File: config.mk
export PLATFORM = sky130hd
export DESIGN_NAME = spi_dual_port
export DESIGN_NICKNAME = d
export VERILOG_FILES = /design/src/rtl/spi_dual_port.sv
export SDC_FILE = /design/constraint.sdc
export NUM_CORES = 1
export LEC_CHECK = 0
export BUFFER_PORTS_ARGS = -buffer_cell sky130_fd_sc_hd__buf_2
export CORE_ASPECT_RATIO = 2
export CORE_MARGIN = 1.5
export CORE_UTILIZATION = 51
export DETAILED_ROUTE_END_ITERATION = 16
export GPL_ROUTABILITY_DRIVEN = 0
export HOLD_SLACK_MARGIN = 0.1
export PLACE_DENSITY_LB_ADDON = 0.08
export SETUP_SLACK_MARGIN = 0.4
export SLEW_MARGIN = 20
export SYNTH_ARGS = -nofsm -noshare
export SYNTH_HDL_FRONTEND = slang
export SYNTH_SLANG_ARGS = --single-unit
export TNS_END_PERCENT = 30
File: constraint.sdc
create_clock -name clk -period 2.06 [get_ports clk]
set_input_delay 0.206 -clock clk [delete_from_list [all_inputs] [get_ports clk]]
set_output_delay 0.206 -clock clk [all_outputs]
set_load 0.02 [all_outputs]
File: src/rtl/spi_dual_port.sv
`timescale 1ns/1ps
module spi_dual_port #(
  parameter int DW = 8
) (
  input  logic          clk,
  input  logic          rst_n,
  input  logic          wr_en,
  input  logic          rd_en,
  input  logic [1:0]    addr,
  input  logic [7:0]    wdata,
  output logic [7:0]    rdata,
  input  logic          tmr_tick,
  input  logic          sck_i,
  output logic          sck_o,
  output logic          sck_oe,
  input  logic          sdi_i,
  output logic          sdo_o,
  output logic          sdo_oe,
  input  logic          ss_n_i,
  output logic          pins_owned,
  output logic          ss_owned
);
  localparam int CW = (DW > 1) ? $clog2(DW) : 1;

  logic [3:0]    mode;
  logic          cpol, en;
  logic [DW-1:0] sr, rbuf;
  logic [CW-1:0] bitcnt;
  logic          half, xfer, rx_bit, full, coll, ovf;
  logic [4:0]    div_cnt, div_lim;
  logic [2:0]    sck_s;
  logic [1:0]    ss_s;

  wire is_master = (mode[3:2] == 2'b00);
  wire is_slave  = (mode == 4'd4) || (mode == 4'd5);
  wire active    = en && (is_master || is_slave);
  wire m_on      = active && is_master;
  wire s_on      = active && is_slave;
  wire ss_ctl    = (mode == 4'd4);
  wire s_desel   = s_on && ss_ctl && ss_s[1];
  wire s_sel     = s_on && !s_desel;

  always_comb
    case (mode[1:0])
      2'd0:    div_lim = 5'd1;
      2'd1:    div_lim = 5'd7;
      default: div_lim = 5'd31;
    endcase

  wire tick    = m_on && xfer && ((mode[1:0] == 2'b11) ? tmr_tick : (div_cnt == div_lim));
  wire sck_chg = sck_s[1] ^ sck_s[2];
  wire lead    = m_on ? (tick && !half) : (s_sel && sck_chg && (sck_s[1] != cpol));
  wire trail   = m_on ? (tick && half)  : (s_sel && sck_chg && (sck_s[1] == cpol) && half);
  wire last    = (bitcnt == CW'(DW-1));
  wire done    = lead && last;
  wire busy    = m_on ? xfer : (half || (bitcnt != '0));
  wire wr_ctl  = wr_en && (addr == 2'd0);
  wire wr_buf  = wr_en && (addr == 2'd1);
  wire wr_st   = wr_en && (addr == 2'd2);
  wire rd_buf  = rd_en && (addr == 2'd1);
  wire start   = wr_buf && active && !busy;
  wire collide = wr_buf && active && busy;
  wire drop    = done && s_on && full;

  always_ff @(posedge clk or negedge rst_n)
    if (!rst_n) begin
      {en, cpol, mode} <= '0;
      sck_s   <= '0;
      ss_s    <= 2'b11;
      div_cnt <= '0;
      xfer    <= 1'b0;
      half    <= 1'b0;
      bitcnt  <= '0;
      rx_bit  <= 1'b0;
      sr      <= '0;
      rbuf    <= '0;
      full    <= 1'b0;
      coll    <= 1'b0;
      ovf     <= 1'b0;
    end else begin
      if (wr_ctl) {en, cpol, mode} <= wdata[5:0];
      sck_s <= {sck_s[1:0], sck_i};
      ss_s  <= {ss_s[0], ss_n_i};
      div_cnt <= (!xfer || tick || start) ? 5'd0 : div_cnt + 5'd1;

      if (!active || s_desel) begin
        xfer   <= 1'b0;
        half   <= 1'b0;
        bitcnt <= '0;
      end else begin
        if (start) xfer <= m_on;
        if (lead) begin
          half   <= 1'b1;
          rx_bit <= sdi_i;
        end
        if (trail) begin
          half   <= 1'b0;
          bitcnt <= last ? '0 : bitcnt + 1'b1;
          if (last) xfer <= 1'b0;
        end
      end

      if (start)      sr <= wdata[DW-1:0];
      else if (trail) sr <= {sr[DW-2:0], rx_bit};

      if (done && !drop) rbuf <= {sr[DW-2:0], sdi_i};

      if (done && !drop) full <= 1'b1;
      else if (rd_buf)   full <= 1'b0;

      if (collide)                coll <= 1'b1;
      else if (wr_st && wdata[1]) coll <= 1'b0;

      if (drop)                   ovf <= 1'b1;
      else if (wr_st && wdata[2]) ovf <= 1'b0;
    end

  always_comb
    case (addr)
      2'd0:    rdata = {2'b00, en, cpol, mode};
      2'd1:    rdata = 8'(rbuf);
      2'd2:    rdata = {4'b0000, busy, ovf, coll, full};
      default: rdata = 8'h00;
    endcase

  assign sck_o      = m_on ? (cpol ^ half) : cpol;
  assign sck_oe     = m_on;
  assign sdo_o      = sr[DW-1];
  assign sdo_oe     = m_on || s_sel;
  assign pins_owned = active;
  assign ss_owned   = s_on && ss_ctl;

  AST_SCK_IDLE: assert property (@(posedge clk) disable iff (!rst_n)
    (m_on && !xfer) |-> (sck_o == cpol));
  AST_NO_MASTER_OVF: assert property (@(posedge clk) disable iff (!rst_n)
    (m_on && !ovf) |=> !ovf);
  AST_COLL_STICKY: assert property (@(posedge clk) disable iff (!rst_n)
    (coll && !(wr_st && wdata[1])) |=> coll);
  AST_IDLE_WHEN_OFF: assert property (@(posedge clk) disable iff (!rst_n)
    !active |=> !busy);
  AST_SS_RESET: assert property (@(posedge clk) disable iff (!rst_n)
    s_desel |=> ((bitcnt == '0) && !half));
  AST_FULL_CLEAR: assert property (@(posedge clk) disable iff (!rst_n)
    (rd_buf && !done) |=> !full);
  AST_OVF_KEEPS: assert property (@(posedge clk) disable iff (!rst_n)
    drop |=> $stable(rbuf));
endmodule

==> After elaboration in Yosys (flattened, before gate mapping) <==
Cells that the tools add are included.
{ "totals": {"output_inout_bits": 14, "reg_bits": 41, "wordCells": 107} }
{ "classes": {"reduce_logical": 51, "n_eq_ne": 10, "mux": 26, "n_bitwise": 3, "add_sub_neg": 2} }
{ "op_table": {"columns": ["operator", "count"], "rows": [
  ["$logic_and 1x1->1", 27],
  ["$pmux 8 s3", 1],
  ["$mux 1", 18],
  ["$mux 8", 2],
  ["$pmux 5 s2", 1],
  ["$reduce_bool 2->1", 5],
  ["$mux 3", 3],
  ["$eq 4x3->1 const B", 2],
  ["$logic_or 1x1->1", 7],
  ["$logic_not 1->1", 6],
  ["$logic_not 2->1", 3],
  ["$reduce_bool 3->1", 2],
  ["$add 5x1->5 const B", 1],
  ["$eq 5x5->1", 1],
  ["$mux 5", 1],
  ["$eq 2x1->1 const B", 2],
  ["$eq 2x2->1 const B", 2],
  ["$add 3x1->3 const B", 1],
  ["$eq 3x3->1 const B", 1],
  ["$reduce_and 2->1", 1],
  ["$xor 1x1->1", 2],
  ["$eq 1x1->1", 1],
  ["$ne 1x1->1", 1],
  ["$not 1->1", 1]
]} }

==> Logic depth before layout (Yosys ltp) <==
{ "logic_depth": {"word_depth": 18, "mapped_depth": 7, "mapped_depth_nobuf": 6} }

==> Worst setup path before layout <==
No wires, ideal clock.
{ "synth_timing": {"kind": "register to register", "startpoint": "register mode[2]", "endpoint": "register rbuf[0]", "setup_slack_ns": -0.256, "stages_incl_launch_ff": 6, "setup_ns": 0.125, "arrival_time_ns": 2.191, "path_buffers": 0, "path_cell_list": "dfrtp_1 -> nor3b_2 -> nand2_1 -> a2111o_1 -> a21oi_4 -> mux2_2"} }
{ "synth_via": {"elab_cells_between_ends": 23} }
{ "synth_lines": {"columns": ["element", "line_no", "rtl"], "rows": [
  ["from (decl)", "25", "logic [3:0] mode;"],
  ["from (signal assigned)", "81", "if (wr_ctl) {en, cpol, mode} <= wdata[5:0];"],
  ["$eq 4x3->1", "35", "wire is_slave = (mode == 4'd4) || (mode == 4'd5);"],
  ["$logic_or 1x1->1", "35", null],
  ["$logic_or 1x1->1", "36", "wire active = en && (is_master || is_slave);"],
  ["$logic_and 1x1->1", "36", null],
  ["$logic_and 1x1->1 (*)", "37", "wire m_on = active && is_master;"],
  ["named net sck_oe", "15", "output logic sck_oe,"],
  ["$logic_and 1x1->1 (2 in series)", "50", "wire tick = m_on && xfer && ((mode[1:0] == 2'b11) ? tmr_tick : (div_cnt == div_lim));"],
  ["$logic_and 1x1->1", "52", "wire lead = m_on ? (tick && !half) : (s_sel && sck_chg && (sck_s[1] != cpol));"],
  ["$mux 1 (*)", "52", null],
  ["$logic_and 1x1->1 (*)", "55", "wire done = lead && last;"],
  ["$logic_and 1x1->1 (2 in series)", "63", "wire drop = done && s_on && full;"],
  ["$logic_not 1->1", "106", "if (done && !drop) rbuf <= {sr[DW-2:0], sdi_i};"],
  ["$logic_and 1x1->1 (*)", "106", null],
  ["to (signal assigned)", "106", null],
  ["to (decl)", "27", "logic [DW-1:0] sr, rbuf;"]
]} }
Mark *: on every way through the listed nets, which the timed path passes. The rest lies on a longest branch.
A chain may end at the register's enable or synchronous reset.

==> Final worst setup path <==
{ "layout_timing": {"startpoint": "register mode[0]", "endpoint": "register rbuf[3]"} }
{ "layout_via": {"elab_chain_len": 17, "elab_cells_between_ends": 28} }
{ "layout_rtl": {"columns": ["element", "line_no", "rtl"], "rows": [
  ["$eq 4x3->1 (on tied branches)", "35, 39", null],
  ["$logic_or 1x1->1", "35", null],
  ["$logic_or 1x1->1", "36", null],
  ["$logic_and 1x1->1", "36", null],
  ["$logic_and 1x1->1", "38", "wire s_on = active && is_slave;"],
  ["$logic_and 1x1->1 (2 in series)", "40", "wire s_desel = s_on && ss_ctl && ss_s[1];"],
  ["$logic_not 1->1", "41", "wire s_sel = s_on && !s_desel;"],
  ["$logic_and 1x1->1", "41", null],
  ["$logic_and 1x1->1 (2 in series)", "52", null],
  ["$mux 1", "52", null],
  ["$logic_and 1x1->1", "55", null],
  ["$logic_and 1x1->1 (2 in series)", "63", null],
  ["$logic_not 1->1", "106", null],
  ["$logic_and 1x1->1 (*)", "106", null]
]} }
Every way passes the cells marked *; elsewhere a longest branch is shown, timed or not.

==> impl_metrics.py <==
metrics = {
    "power_and_ir_drop": {
        "powerDensity_nw_per_um2": 629,
        "max-vdd-ir-drop_v": 0.000575,
        "p_total_mw": 1.82,
        "swShare_pct": 29.9,
        "power_frac_seq_pct": 49.2,
        "power_leakage_nw": 1.29,
        "clkPwrFrac_pct": 28.0,
        "p_int_mw": 1.28,
        "power_frac_comb_pct": 22.8,
        "switchingPower_uw": 545,
    },
    "clocking": {
        "numCtsBuffers": 5,
        "cts_sinks": 41,
        "insertion_delay_ps": 290,
        "clkTransAtPathRegs_ps": 80,
        "htreeDepth": 2,
        "cts_tree": "done",
        "root_buffer": "clkbuf_8",
        "clock_path_buffers": 2,
    },
    "synthesis": {
        "synth_ff_type": "dfrtp_1",
        "ys_warn_count": 0,
        "ys_types": 46,
        "ys_seq_area_share_pct": 45.8,
        "async_reset_ff_share_pct": 100,
        "syn-instance-count": 224,
        "syn_area_per_cell_um2": 10.0,
        "synth_edf_count": 0,
        "ys_ff_latch": 41,
        "syn_nets": 246,
        "syn-cell-area_um2": 2250,
    },
    "layout": {
        "layout-drive-gt1-share_pct": 36.8,
        "finalNonFillerCells": 342,
        "synthToLayoutAreaGrowth_pct": 29.0,
        "final_nets": 309,
        "filler_cell_count": 359,
        "multiInputGateArea_um2": 1250,
        "design_area_um2": 2900,
        "area.sequential_um2": 1030,
        "diodes": 0,
    },
    "timing": {
        "hold_violations": 0,
        "maxSlewHeadroom_pct": 52.1,
        "finalCritPeriodShare_pct": 105,
        "worst_slew_pin_slew_ps": 718,
        "fin_ws_ps": -99.3,
        "hold_slack_ps": 161,
        "fin_crit_ps": 2160,
        "rsz0062_at_grt": "yes",
        "drv_slew": 0,
        "clock_skew_ps": 8.52,
        "max_freq_ghz": 0.463,
        "setup_viol": 9,
    },
    "critical_path": {
        "crit_path_start": "mode[0]",
        "crit_buf_inv": 1,
        "cp-end-kind": "flop",
        "r2r_start": "mode[0]",
        "cp_top_family": "compound AO/OA/AOI/OAI gates",
        "start_kind": "flop",
        "worst_ep_required_time_ps": 2240,
        "slowest_delay_ps": 420,
        "crit_fanout": 9,
        "crit_slowest_cell": "a2111o_1",
        "arrival_ps": 2340,
        "setup.worst_path.class": "flop to flop",
        "crit_chain": "or3_1 -> a21o_1 -> a2111o_1 -> a21oi_4 -> buf_12 -> mux2_2",
    },
    "grt": {
        "grt_max_degree": 19,
        "antenna_found_initial": 0,
        "grt_pass1_vias": 2101,
        "grt_use_total_pct": 28.2,
        "grt_overflow": 0,
        "grt_pass1_wl_um": 10400,
    },
    "routing": {
        "drt_iter0_markers": 48,
        "wire_per_inst_um": 18.5,
        "num_vias": 2067,
        "wl_um": 6320,
        "route.detailed.drc": 0,
        "firstDrtPassIters": 4,
        "ant_nets": 0,
        "viasPerCell": 6.04,
    },
    "die": {
        "io_pins": 32,
        "die_area_um2": 4840,
        "core_area_um2": 4300,
        "die_h_um": 96.9,
        "row_count": 34,
        "die_w_um": 49.9,
        "initial_utilization_pct": 52.3,
    },
    "outcome": {
        "violations": "setup timing",
        "status": "finished, violations left",
    },
    "placed_design": {
        "dp_hpwl_um": 4530,
        "place_ws_ps": -127,
        "placed_area_um2": 2680,
        "placed_cells": 329,
        "portBuffers": 31,
    },
    "min_path": {
        "hp-class": "input port to flop",
        "hp-start": "sdi_i",
    },
    "job": {
        "maxCapViolations": 0,
    },
}
## Yosys cell counts (2+ instances only)
library cell,count,area [µm²]
xor2_1,2,17.5
inv_1,7,26.3
o21ai_0,14,70.1
mux2i_1,6,60.1
nand3_1,6,30.0
o31ai_1,11,82.6
nor2b_1,3,18.8
ha_1,4,50.1
xnor2_1,2,17.5
and3_1,3,18.8
nor2_1,14,52.6
and2b_1,2,15.0
nor4_1,8,50.1
o211ai_1,3,22.5
dfstp_2,2,52.6
nand2b_1,3,18.8
a21oi_1,4,20.0
nand2_1,16,60.1
mux2_2,15,169
nor3_1,13,65.1
clkbuf_1,9,33.8
and2_1,3,18.8
nor3b_1,4,30.0
a21o_1,2,15.0
dfrtp_1,39,976
a2111oi_0,8,70.1
nand4b_1,2,17.5
## power by group through the flow
stage | Sequential [mW] | Combinational (mW) | Clock [mW]
after global placement | 0.908 | 0.383 | 0
after global routing | 0.903 | 0.448 | 0.551
after detailed placement | 0.911 | 0.384 | 0
after CTS | 0.896 | 0.407 | 0.524
after floorplan | 0.893 | 0.212 | 0
final | 0.897 | 0.415 | 0.511
## layout by cell type, fill, tap and decap left out, drive strengths merged, types with 2 or more instances in the layout
cell type    instances
inv                  7
xor2                 2
nand3                6
buf                 64
and2b                2
o21ai               15
dlygate4sd3          3
ha                   4
nor4                 8
and3                 3
xnor2                2
a21o                 2
dfstp                2
nor3                13
nor2                14
o211ai               3
a21oi                5
nand2               16
nand4b               2
dfrtp               39
nor3b                5
o31ai               11
mux2                15
mux2i                6
nand2b               3
nor2b                3
a2111oi              8
and2                 3
clkbuf               8
## state kept, by name (all words and copies together) (netlist names)
| name | count |
|---|---|
| rbuf | 8 |
| sr | 8 |
| div_cnt | 5 |
| mode | 4 |
| bitcnt | 3 |
| sck_s | 3 |
| ss_s | 2 |
| coll | 1 |
| cpol | 1 |
| en | 1 |
| full | 1 |
| half | 1 |
| ovf | 1 |
| rx_bit | 1 |
| xfer | 1 |
## repair_timing
action,4_1_cts,5_1_grt
hold buffers,3,0
setup endpoints to repair,34,35
cloned,0,1
buffers inserted,1,0
endpoints found under the hold margin,14,0
pin swaps,12,1
resized for setup,23,10
## cell type report
class | count | share of cell area [%]
multi-input combinational | 165 | 43.0
sequential | 41 | 35.5
timing repair buffer | 67 | 15.5
clock buffer | 8 | 2.76
tap | 54 | 2.33
inverter | 7 | 0.907
## layer usage
layer  GRT usage [%]  share of wire (%)
met5               0                  0
met3            4.01                3.9
met2            47.4                 53
met1            34.1                 39
met4            14.7                4.6
## final timing paths
path / to / slack (ps) / cells after the start
setup / recovery: rbuf[3] / -100 / 6
hold / removal: rx_bit / 160 / 2
setup reg to reg: rbuf[3] / -100 / 6
hold reg to reg: sck_s[1] / 350 / 0
max in group asynchronous: ss_s[1] / 1070 / 3
min in group asynchronous: div_cnt[4] / 360 / 2
## kinds of logic (layout without fill, tap and decap cells)
group	Yosys count	in the layout	share of synthesized area, %
adder cells (fa/ha/maj)	4	4	2.23
AND/OR/NAND/NOR	81	81	19.4
buffers and inverters	18	82	3.12
flip-flops	41	41	45.8
AO/OA/AOI/OAI	55	55	17.7
XOR/XNOR	4	4	1.56
multiplexers	21	21	10.2
## metrics by stage
stage | TNS (ps) | utilization, %
2_1_floorplan | -908 | -
3_3_place_gp | -1140 | 62.4
3_5_place_dp | -1080 | 62.4
4_1_cts | -701 | 66.4
5_1_grt | -1930 | 67.4
6_report | -723 | 67.4
No activity file was read; power rests on OpenSTA's default activity.
